## src/rtl/keyed_wdog.sv

```systemverilog
module keyed_wdog #(
  parameter int          CRV_W    = 12,
  parameter int          LOW_W    = 12,
  parameter int          LEN_W    = 3,
  parameter logic [11:0] MODE_KEY = 12'hABC,
  parameter logic [11:0] CTRL_KEY = 12'h248,
  parameter logic [31:0] KICK_KEY = 32'h0000_1999
) (
  input  logic        clk,
  input  logic        rst_n,
  input  logic [3:0]  bus_addr,
  input  logic [31:0] bus_wdata,
  input  logic        bus_we,
  output logic [31:0] bus_rdata,
  output logic        wdt_rst_o,
  output logic        wdt_irq_o
);

  localparam int CNT_W   = CRV_W + LOW_W;
  localparam int PSC_W   = 12;
  localparam int PULSE_W = (1 << LEN_W) + 1;
  localparam int KLO     = CRV_W + 2;

  logic             en_q, rst_en_q, irq_en_q;
  logic [LEN_W-1:0] len_q;
  logic [CRV_W-1:0] crv_q;
  logic [1:0]       psel_q;
  logic [CNT_W-1:0] cnt_q;
  logic [PSC_W-1:0] psc_q, div_m1;
  logic [PULSE_W-1:0] pulse_q, pulse_len;
  logic             expired_q, irq_q;

  wire wr_mode = bus_we && bus_addr[3:2] == 2'd0 && bus_wdata[23:12] == MODE_KEY;
  wire wr_ctrl = bus_we && bus_addr[3:2] == 2'd1 && bus_wdata[KLO+11:KLO] == CTRL_KEY;
  wire kick    = bus_we && bus_addr[3:2] == 2'd2 && bus_wdata == KICK_KEY;
  wire en_nxt  = wr_mode ? bus_wdata[0] : en_q;
  wire tick    = psc_q >= div_m1;
  wire [CNT_W-1:0] reload = {crv_q, {LOW_W{1'b1}}};

  always_comb begin
    case (psel_q)
      2'd0:    div_m1 = PSC_W'(7);
      2'd1:    div_m1 = PSC_W'(63);
      2'd2:    div_m1 = PSC_W'(511);
      default: div_m1 = PSC_W'(4095);
    endcase
  end

  assign pulse_len = PULSE_W'(2) << len_q;

  always_ff @(posedge clk or negedge rst_n) begin
    if (!rst_n) begin
      en_q <= 1'b0; rst_en_q <= 1'b0; irq_en_q <= 1'b0; len_q <= '0;
      crv_q <= '0; psel_q <= '0;
    end else begin
      if (wr_mode) begin
        en_q     <= bus_wdata[0];
        rst_en_q <= bus_wdata[1];
        irq_en_q <= bus_wdata[2];
        len_q    <= bus_wdata[4 +: LEN_W];
      end
      if (wr_ctrl) begin
        crv_q  <= bus_wdata[KLO-1:2];
        psel_q <= bus_wdata[1:0];
      end
    end
  end

  always_ff @(posedge clk or negedge rst_n) begin
    if (!rst_n) begin
      cnt_q <= '0; psc_q <= '0; pulse_q <= '0; expired_q <= 1'b0; irq_q <= 1'b0;
    end else if (!en_nxt) begin
      cnt_q <= reload; psc_q <= '0; pulse_q <= '0; expired_q <= 1'b0; irq_q <= 1'b0;
    end else if (!en_q || kick) begin
      cnt_q <= reload; psc_q <= '0; expired_q <= 1'b0; irq_q <= 1'b0;
      if (pulse_q != '0) pulse_q <= pulse_q - 1'b1;
    end else begin
      psc_q <= tick ? '0 : psc_q + 1'b1;
      if (pulse_q != '0) pulse_q <= pulse_q - 1'b1;
      if (tick && cnt_q != '0) begin
        cnt_q <= cnt_q - 1'b1;
        if (cnt_q == CNT_W'(1)) begin
          expired_q <= 1'b1;
          irq_q     <= irq_en_q;
          if (rst_en_q) pulse_q <= pulse_len;
        end
      end
    end
  end

  always_comb begin
    case (bus_addr[3:2])
      2'd0:    bus_rdata = 32'({len_q, 1'b0, irq_en_q, rst_en_q, en_q});
      2'd1:    bus_rdata = 32'({crv_q, psel_q});
      2'd2:    bus_rdata = '0;
      default: bus_rdata = {31'b0, expired_q};
    endcase
  end

  assign wdt_rst_o = pulse_q != '0;
  assign wdt_irq_o = irq_q;

  p_mode_key_r2: assert property (@(posedge clk) disable iff (!rst_n)
    (bus_we && bus_addr[3:2] == 2'd0 && bus_wdata[23:12] != MODE_KEY)
      |=> $stable({en_q, rst_en_q, irq_en_q, len_q}));

  p_ctrl_key_r3: assert property (@(posedge clk) disable iff (!rst_n)
    (bus_we && bus_addr[3:2] == 2'd1 && bus_wdata[KLO+11:KLO] != CTRL_KEY)
      |=> $stable({crv_q, psel_q}));

  p_cnt_down_r5: assert property (@(posedge clk) disable iff (!rst_n)
    (en_q && $past(en_q) && !$past(kick)) |-> cnt_q <= $past(cnt_q));

  p_pulse_on_expiry_r9: assert property (@(posedge clk) disable iff (!rst_n)
    (pulse_q != '0 && $past(pulse_q) == '0) |-> $rose(expired_q));

  p_irq_has_status_r10: assert property (@(posedge clk) disable iff (!rst_n)
    irq_q |-> expired_q);

  p_quiet_off_r11: assert property (@(posedge clk) disable iff (!rst_n)
    !en_q |-> (!irq_q && pulse_q == '0 && !expired_q));

endmodule

```

## config.mk

```make
export PLATFORM = sky130hd
export DESIGN_NAME = keyed_wdog
export DESIGN_NICKNAME = d
export VERILOG_FILES = /design/src/rtl/keyed_wdog.sv
export SDC_FILE = /design/constraint.sdc
export NUM_CORES = 1
export LEC_CHECK = 0
export BUFFER_PORTS_ARGS = -buffer_cell sky130_fd_sc_hd__buf_2
export CAP_MARGIN = 10
export CORE_ASPECT_RATIO = 2
export CORE_MARGIN = 4
export CORE_UTILIZATION = 40
export CTS_BUF_LIST = sky130_fd_sc_hd__clkbuf_8 sky130_fd_sc_hd__clkbuf_16
export DETAILED_ROUTE_END_ITERATION = 6
export PLACE_DENSITY = 0.67
export SLEW_MARGIN = 5
export SYNTH_ARGS = -nofsm -noshare
export SYNTH_HDL_FRONTEND = slang
export SYNTH_SLANG_ARGS = --single-unit
```

## constraint.sdc

```tcl
create_clock -name clk -period 2.6 [get_ports clk]
set_input_delay 0.13 -clock clk [delete_from_list [all_inputs] [get_ports clk]]
set_output_delay 0.13 -clock clk [all_outputs]
set_load 0.01 [all_outputs]
```

---- After elaboration in Yosys (flattened, before gate mapping) ----
Cells that the tools add are included.
storage, ports and cells
  register bits after elaboration ......... 67
  bits in latches ......................... 0
  memory bits (writable) .................. 0
  ROM bits ................................ 0
  input bits .............................. 39
  output and inout port bits .............. 34
  word-level logic and storage cells ...... 63
  memories kept ........................... 0
operators by class
  $add $sub $neg .......................... 3
  multiply operators ...................... 0
  divide/modulo/power cells ............... 0
  $lt $le $gt $ge ......................... 1
  equal/unequal tests ..................... 10
  shift-type cells ........................ 1
  muxes and demuxes ....................... 23
  bitwise operators ....................... 0
  reduce and logical (&&, ||, !) cells .... 14
operators by type and width
  cell                                                    number
  2-to-1 mux 24 bit                                       3
  2-to-1 mux 9 bit                                        6
  one-hot mux 14 bit (3 select lines)                     1
  2-to-1 mux 12 bit                                       3
  one-hot mux 12 bit (3 select lines)                     1
  == test 32 x 13 -> 1 bit (second input constant)        1
  == test 24 x 1 -> 1 bit (second input constant)         1
  nonzero test 24 bit                                     1
  subtractor 24 x 1 -> 24 bit (second input constant)     1
  adder 12 x 1 -> 12 bit (second input constant)          1
  == test 12 x 10 -> 1 bit (second input constant)        1
  == test 12 bit (second input constant)                  1
  greater-or-equal comparator 12 bit                      1
  2-to-1 mux 1 bit                                        9
  nonzero test 9 bit                                      1
  left shift 2 x 3 -> 9 bit (first input constant)        1
  subtractor 9 x 1 -> 9 bit (second input constant)       1
  logical AND 1 bit                                       7
  inequality test 3 x 1 -> 1 bit (second input constant)  2
  == test 2 x 1 -> 1 bit (second input constant)          2
  == test 2 bit (second input constant)                   2
  zero test 2 bit                                         2
  AND reduction 2 bit                                     1
  zero test 1 bit                                         1
  logical OR 1 bit                                        1

---- Longest topological paths before layout ----
Gate-level depths: netlist of run 1.
  depth after elaboration ................. 7
  gate-level depth with buffers ........... 10
  gate-level depth less buffers ........... 9

---- Least setup slack after synthesis of run 1 ----
No wires, ideal clock.
  kind .................................... register -> register
  start ................................... register psel_q[1]
  end ..................................... register cnt_q[10]
  setup time .............................. 0.131 ns
  arrival ................................. 2.272 ns
  required time ........................... 2.469 ns
  path slack .............................. 0.197 ns
  stages on the path, launching flop included .. 9
  path buffers ............................ 1
  period minus slack after synthesis ...... 2.403 ns
  cell sequence ........................... dfrtp_1 > nand2_1 > ha_1 > a21oi_1 > o21ai_0 > a211oi_2 > clkbuf_1 > nor3_1 > or3_1
between the ends
  longest elaborated chain between the ends .. 5
  elaborated cells between the ends (all ways) .. 7
  classes of those cells .................. order compare: 1; eq/ne: 3; mux: 1; reduce/logical: 2
RTL lines
  what                                               RTL line  RTL
  from (decl)                                        27        logic [1:0] psel_q;
  from (signal assigned)                             64        psel_q <= bus_wdata[1:0];
  == test 2 bit, or another cell as far along        41        case (psel_q)
  one-hot mux 12 bit (3 select lines) *              41
  greater-or-equal comparator 12 bit *               37        wire tick = psc_q >= div_m1;
  logical AND 1 bit *                                80        if (tick && cnt_q != '0) begin
  inequality test 3 x 1 -> 1 bit (no source line) *  n/a
  to (signal assigned)                               81        cnt_q <= cnt_q - 1'b1;
  to (decl)                                          28        logic [CNT_W-1:0] cnt_q;
Every way passes the cells marked *; elsewhere a longest branch is shown, timed or not.
A chain may end at the register's enable or synchronous reset.

---- Worst setup path in the final report of run 1 ----
  start ................................... register psel_q[1]
  end ..................................... register pulse_q[1]
between the ends
  longest elaborated chain between the ends .. 7
  elaborated cells between the ends (all ways) .. 9
  classes of those cells .................. order compare: 1; eq/ne: 2; mux: 4; reduce/logical: 2
RTL lines
  what                                         RTL line  RTL
  == test 2 bit, or another cell as far along  41
  one-hot mux 12 bit (3 select lines) *        41
  greater-or-equal comparator 12 bit *         37
  logical AND 1 bit *                          80
  2-to-1 mux 9 bit *                           80
  2-to-1 mux 9 bit *                           74        end else if (!en_q || kick) begin
  2-to-1 mux 9 bit *                           72        end else if (!en_nxt) begin
  to (signal assigned)                         76        if (pulse_q != '0) pulse_q <= pulse_q - 1'b1;
  to (signal assigned)                         79        if (pulse_q != '0) pulse_q <= pulse_q - 1'b1;
  to (signal assigned)                         85        if (rst_en_q) pulse_q <= pulse_len;
  to (decl)                                    30        logic [PULSE_W-1:0] pulse_q, pulse_len;
Marked as above.

==> impl_metrics.tcl, run 1 <==
set metrics [dict create \
    status "completed" \
    drive_gt1_share_pct 25.5 \
    cts_setup_buffers 0 \
    fin_crit_sh_pct 95.8 \
    path_cells "inv_1 > ha_1 > nand2_1 > o41ai_1 > a211oi_2 > buf_12 > nor4b_4 > buf_12 > mux2i_1 > nor2_1" \
    cp_data_required_time_ps 2820 \
    fmax_ghz 0.401 \
    cts_tree "done" \
    synth_area_um2 4060 \
    area_growth_pct 19.2 \
    yosys_register_bits 67 \
    wirelength_um 10100 \
    arrival_ps 2710 \
    p_per_area_nw_per_um2 491 \
    cp_top_family "compound AO/OA/AOI/OAI gates" \
    io_pins 73 \
    cts-buffers-inserted 9 \
    grt_pass1_vias 3560 \
    crit_path_frequent_cell "buf_12" \
    initial_utilization_pct 41.3 \
    first_iter_violations 180 \
    slowest_delay_ps 500 \
    p_leak_uw 0.00216 \
    synthFlopType "dfrtp_1" \
    grt_pass1_wl_um 16700 \
    worst_pin_slew_ps 548 \
    avgSynthCellArea_um2 9.47 \
    path_depth 10 \
    skew_ps 10.1 \
    ys_warn_count 0 \
    vias 3388 \
    end_kind "register" \
    drv_cap 0 \
    viasPerCell 5.37 \
    vdd_ir_drop_max_mv 0.352 \
    antenna_found_initial 0 \
    die_y_um 151 \
    fillers 943 \
    htreeDepth 3 \
    grt_max_degree 28 \
    hpwl_um 7880 \
    async_flop_share_pct 100 \
    clockBufferDepth 2 \
    cp-startpoint "psel_q[1]" \
    reg2reg_depth 10 \
    ys_types 55 \
    hold_class "in -> reg" \
    layout.nets 545 \
    rsz0062_at_grt "yes" \
    slew_headroom_pct 63.5 \
    root_buffer "clkbuf_16" \
    core_um2 9830 \
    slowest_stage "o41ai_1" \
    setup_viol 0 \
    finalPower_uw 2380 \
    timing.rr.end "pulse_q[1]" \
    start_kind "register" \
    fp-row-count 51 \
    first_pass_iters 4 \
    crit-reg2reg-launch "psel_q[1]" \
    fp.dieW_um 79.3 \
    drc 0 \
    die_area_um2 11900 \
    antenna_violating_nets_post_route 0 \
    setup_tns_ps 0 \
    critPathKind "reg -> reg" \
    cp_max_fo 16 \
    synthCells 429 \
    clk_latency_ps 330 \
    wl_per_cell_um 16.0 \
    hold_violations 0 \
    synth_edf_count 0 \
    r2r_slack_ps 110 \
    cts.clk_slew.worst_paths_ps 50 \
    overflow 0 \
    path_buf_inv 3 \
    io_buffers 52 \
    slew_violations 0 \
    place_congestion 0.828 \
    grt_use_total_pct 18.2 \
    num_antenna_cells 0 \
    clock-sinks 67 \
    min_period_ps 2490 \
    ys_seq_area_share_pct 41.3 \
    endpoint "pulse_q[1]" \
]
-- power breakdown --
group / switching [uW] / internal [uW] / total (uW) / leakage (uW)
clock: 429 / 808 / 1240 / 0.000151
sequential: 0.679 / 1040 / 1040 / 0.000868
combinational: 62.9 / 33.8 / 96.8 / 0.00114
-- timing repair --
| item | 4_1_cts | 5_1_grt |
|---|---|---|
| hold buffers | 1 | 0 |
| endpoints found under the hold margin | 21 | 0 |
| endpoints found under the setup margin | 0 | 14 |
| gates resized for setup | 0 | 2 |
-- per-stage QoR --
stage	utilization, %	instance area (um2)	setup slack (ps)	cells	hold slack [ps]
after floorplan	-	4130	197	446	-166
after global placement	46.0	4520	188	616	138
after detailed placement	46.0	4520	118	616	141
after CTS	49.2	4830	96.9	631	40.9
after global routing	49.3	4840	-46.3	631	49.4
final	49.3	4840	109	631	50.5
-- cell usage after synthesis, types with 5 or more instances --
library cell | n | area, um2
o21ai_0 | 24 | 120
nand2_1 | 25 | 93.8
nor4_1 | 18 | 113
inv_1 | 17 | 63.8
xnor2_1 | 21 | 184
ha_1 | 10 | 125
mux2i_1 | 12 | 120
buf_4 | 18 | 135
nand3_1 | 9 | 45.0
or4_1 | 5 | 37.5
a21oi_1 | 18 | 90.1
nand4_1 | 8 | 50.1
or3_1 | 8 | 50.1
or2_2 | 9 | 56.3
dfrtp_1 | 67 | 1680
xor2_1 | 5 | 43.8
and3_1 | 5 | 31.3
nor3_1 | 16 | 80.1
nor2_1 | 37 | 139
and2_1 | 9 | 56.3
clkbuf_1 | 12 | 45.0
nand4b_1 | 5 | 43.8
mux2_2 | 18 | 203
-- flip-flops by register name, summed over array words and instances, names as in the netlist --
signal,flops
en_q,1
psel_q,2
irq_en_q,1
psc_q,12
pulse_q,9
crv_q,12
expired_q,1
rst_en_q,1
len_q,3
wdt_irq_o,1
cnt_q,24
-- cell usage in the layout (no fill, tap or decap), types with 2 or more instances in the layout --
cell       count
nand4b_1       5
nor4bb_1       4
or2_2          9
buf_2         52
nand3b_1       2
nor3b_1        3
nand3_1        9
ha_1          10
o31ai_1        2
nor4_2         3
nor3_1        16
clkbuf_8       3
nand2b_1       3
o21ai_0       24
clkbuf_16      9
and4_1         4
dfrtp_1       67
xnor2_1       21
or4_1          5
buf_4         20
a31oi_1        4
and3_1         5
and2_1         9
mux2i_1       12
buf_12         2
or3_1          8
nand4_1        8
nor4_1        17
conb_1        18
inv_1         17
nand2_1       25
o211ai_1       2
a21oi_1       17
nor2_1        37
mux2_2        18
xor2_1         5
-- per-layer routing --
layer / vias up / track usage [%] / wire [um]
met5: - / 0 / 0
met4: 0 / 9.90 / 367
met3: 25 / 3.47 / 307
met2: 71 / 33.2 / 5640
met1: 1650 / 19.2 / 3790
li1: 1642 / - / -
-- worst register-to-register path, delay by kind of cell, from the launching register on --
family / cells / cell delay, ps
compound gates: 2 / 620
simple gates: 3 / 450
buf+inv: 3 / 440
flops: 1 / 380
fa+ha+maj: 1 / 290
mux: 1 / 190
-- final cells by class --
cell class	instances	area, um2	share of cell area, %
clock inverters	2	35.0	0.724
well taps	132	165	3.41
flip-flops and latches	67	1680	34.6
clock buffers	12	267	5.51
inverters	17	63.8	1.32
multi-input cells	326	2170	44.9
repair buffers	75	460	9.51
-- cells by family (layout without fill, tap and decap cells) --
kind of cell / Yosys count / count (layout) / share of synthesized area, %
flops: 67 / 67 / 41.3
simple gates: 182 / 182 / 26.2
other cells: 1 / 18 / 0.0923
fa+ha+maj: 10 / 10 / 3.08
compound gates: 60 / 60 / 8.72
mux: 30 / 30 / 7.95
buf+inv: 53 / 106 / 7.05
xor+xnor: 26 / 26 / 5.61
-- worst min-delay path by stage --
stage / startpoint / cells past startpoint / end
final: bus_wdata[3] / 2 / crv_q[1]
after global routing: bus_wdata[10] / 2 / crv_q[8]
after CTS: bus_wdata[3] / 2 / crv_q[1]
after detailed placement: rst_n / 1 / crv_q[7]
after global placement: rst_n / 1 / crv_q[5]
after floorplan: rst_n / 0 / cnt_q[0]
(Power assumes the default switching activity.)
==> inputs of run 2 (changes only) <==
--- a/config.mk
+++ b/config.mk
@@ -9,10 +9,11 @@
 export CAP_MARGIN = 10
 export CORE_ASPECT_RATIO = 2
 export CORE_MARGIN = 4
-export CORE_UTILIZATION = 40
+export CORE_UTILIZATION = 36
 export CTS_BUF_LIST = sky130_fd_sc_hd__clkbuf_8 sky130_fd_sc_hd__clkbuf_16
+export CTS_CLUSTER_SIZE = 28
 export DETAILED_ROUTE_END_ITERATION = 6
-export PLACE_DENSITY = 0.67
+export PLACE_DENSITY = 0.65
 export SLEW_MARGIN = 5
 export SYNTH_ARGS = -nofsm -noshare
 export SYNTH_HDL_FRONTEND = slang
==> constraint.sdc (replaced) <==
create_clock -name clk -period 2 [get_ports clk]
set_input_delay 0.1 -clock clk [delete_from_list [all_inputs] [get_ports clk]]
set_output_delay 0.1 -clock clk [all_outputs]
set_load 0.01 [all_outputs]
==> run 2 against run 1 <==
- the run now ends with negative setup slack left
- combinational power up 49%
- core utilization grew 7.6 points
- cell count up 15%
- sequential share of layout area decreased by 7.7 points
- worst hold slack got worse by 40 ps
- total power grew 41%
- clock power rose by 50%
- via count up 16%
- worst setup slack got worse by 510 ps
- largest cell class unchanged
- highest routed layer unchanged
==> impl_metrics.tcl, run 2 (synthesis results as in run 1) <==
set metrics [dict create \
    slowest_stage "or4_4" \
    violations "negative setup slack" \
    first_pass_iters 4 \
    hold_violations 0 \
    cp_data_required_time_ps 2230 \
    grt_use_total_pct 19.7 \
    internal_power_uw 2660 \
    top_regs "cnt_q: 24 flops, crv_q: 12 flops, psc_q: 12 flops" \
    worst_pin_slew_ps 572 \
    place_inst 680 \
    hold_class "in -> reg" \
    io_pins 73 \
    p_leak_uw 0.00281 \
    mostFrequentLayoutCells "79 x buf_4, 66 x dfrtp_1, 51 x buf_2, 27 x nor2_1" \
    setup_viol 47 \
    hpwl_um 8470 \
    arrival_ps 2630 \
    initial_utilization_pct 37.1 \
    vias 3920 \
    cp-startpoint "cnt_q[14]" \
    skew_ps 5.57 \
    p_seq_share_pct 40.4 \
    slowest_delay_ps 540 \
    drv_cap 0 \
    slew_headroom_pct 61.5 \
    cp_max_fo 14 \
    final_common_cell "buf_4" \
    multi_input_area_um2 2750 \
    largest_register_ffs 24 \
    num_antenna_cells 0 \
    top_register "cnt_q" \
    die_y_um 158 \
    setup_tns_ps -12720 \
    antenna_found_initial 0 \
    cts.clk_slew.worst_paths_ps 60 \
    place_congestion 0.896 \
    hold_slack_ps 10.0 \
    htreeDepth 3 \
    area_growth_pct 53.1 \
    antenna_violating_nets_post_route 0 \
    wl_per_cell_um 17.9 \
    pwr-share-comb_pct 4.3 \
    clock-sinks 67 \
    p_per_area_nw_per_um2 540 \
    cp_top_family "simple AND/OR/NAND/NOR gates" \
    status "finished, violations left" \
    fin_util_pct 56.8 \
    setup_slack_ps -406 \
    vdd_ir_drop_max_mv 0.444 \
    clk_latency_ps 340 \
    cts-buffers-inserted 9 \
    io_buffers 52 \
    drive_gt1_share_pct 47.8 \
    die_area_um2 13200 \
    slew_violations 0 \
    fin_crit_sh_pct 120 \
    path_cells "or4_4 > or2_4 > or3_4 > nor4b_4 > buf_12 > mux2i_2 > nor2_1" \
    grt_max_degree 68 \
    fp.dieW_um 83.1 \
    crit-reg2reg-launch "cnt_q[14]" \
    core_um2 10900 \
    layout.nets 628 \
    grt_pass1_vias 4161 \
    wirelength_um 13000 \
    min_period_ps 2410 \
    drc 0 \
    final_cells 724 \
    clockBufferDepth 2 \
    root_buffer "clkbuf_16" \
    fp-row-count 54 \
    cts_tree "done" \
    rsz0062_at_grt "yes" \
    end_kind "register" \
    start_kind "register" \
    clock_power_share_pct 55.3 \
    fillers 901 \
    switching_share_pct 20.7 \
    grt_pass1_wl_um 20600 \
    holdCritStartpoint "bus_wdata[8]" \
    overflow 0 \
    fmax_ghz 0.416 \
    viasPerCell 5.41 \
    critPathKind "reg -> reg" \
    register_area_um2 1680 \
    path_buf_inv 1 \
    switchingPower_uw 697 \
    first_iter_violations 134 \
]
[run 2: power groups by stage]
stage / clock network (uW) / logic [uW] / registers, uW
final: 1860 / 144 / 1360
after CTS: 1890 / 143 / 1360
after detailed placement: 0 / 138 / 1380
after floorplan: 0 / 67.8 / 1380
after global routing: 1940 / 157 / 1360
after global placement: 0 / 137 / 1380
[run 2: final timing paths]
| check | end | slack, ps | depth (start not counted) |
|---|---|---|---|
| max in group asynchronous | psel_q[1] | 1360 | 3 |
| setup reg to reg | pulse_q[5] | -410 | 7 |
| hold / removal | crv_q[6] | 10 | 2 |
| setup / recovery | pulse_q[5] | -410 | 7 |
| hold reg to reg | cnt_q[18] | 510 | 2 |
| min in group asynchronous | crv_q[10] | 300 | 3 |
[run 2: timing repair]
item / in CTS / in global routing
gates resized for setup: 81 / 46
hold endpoints to repair: 68 / 0
buffers inserted: 13 / 12
hold buffers: 2 / 0
endpoints found under the setup margin: 48 / 48
gates cloned: 4 / 1
pin swaps: 47 / 40
[run 2: routing by layer]
layer / global-route usage (%) / wire length (um)
met5: 0 / 0
met4: 12.7 / 818
met3: 4.84 / 587
met2: 38.4 / 7390
met1: 17.6 / 4160
[run 2: stage by stage]
| stage | area, um2 | power [uW] | setup WS, ps |
|---|---|---|---|
| floorplan | 4280 | 1450 | -354 |
| global placement | 5120 | 1520 | -332 |
| detailed placement | 5120 | 1520 | -379 |
| CTS | 6020 | 3390 | -363 |
| global route | 6220 | 3460 | -471 |
| finish | 6220 | 3360 | -406 |
[run 2: final cells by class]
| type | instances | share of cell area [%] |
|---|---|---|
| Multi-Input combinational cell | 328 | 44.2 |
| Sequential cell | 67 | 27.0 |
| Timing Repair Buffer | 156 | 19.2 |
| Clock buffer | 10 | 3.84 |
| Tap cell | 140 | 2.82 |
| Clock inverter | 6 | 1.79 |
| Inverter | 17 | 1.11 |
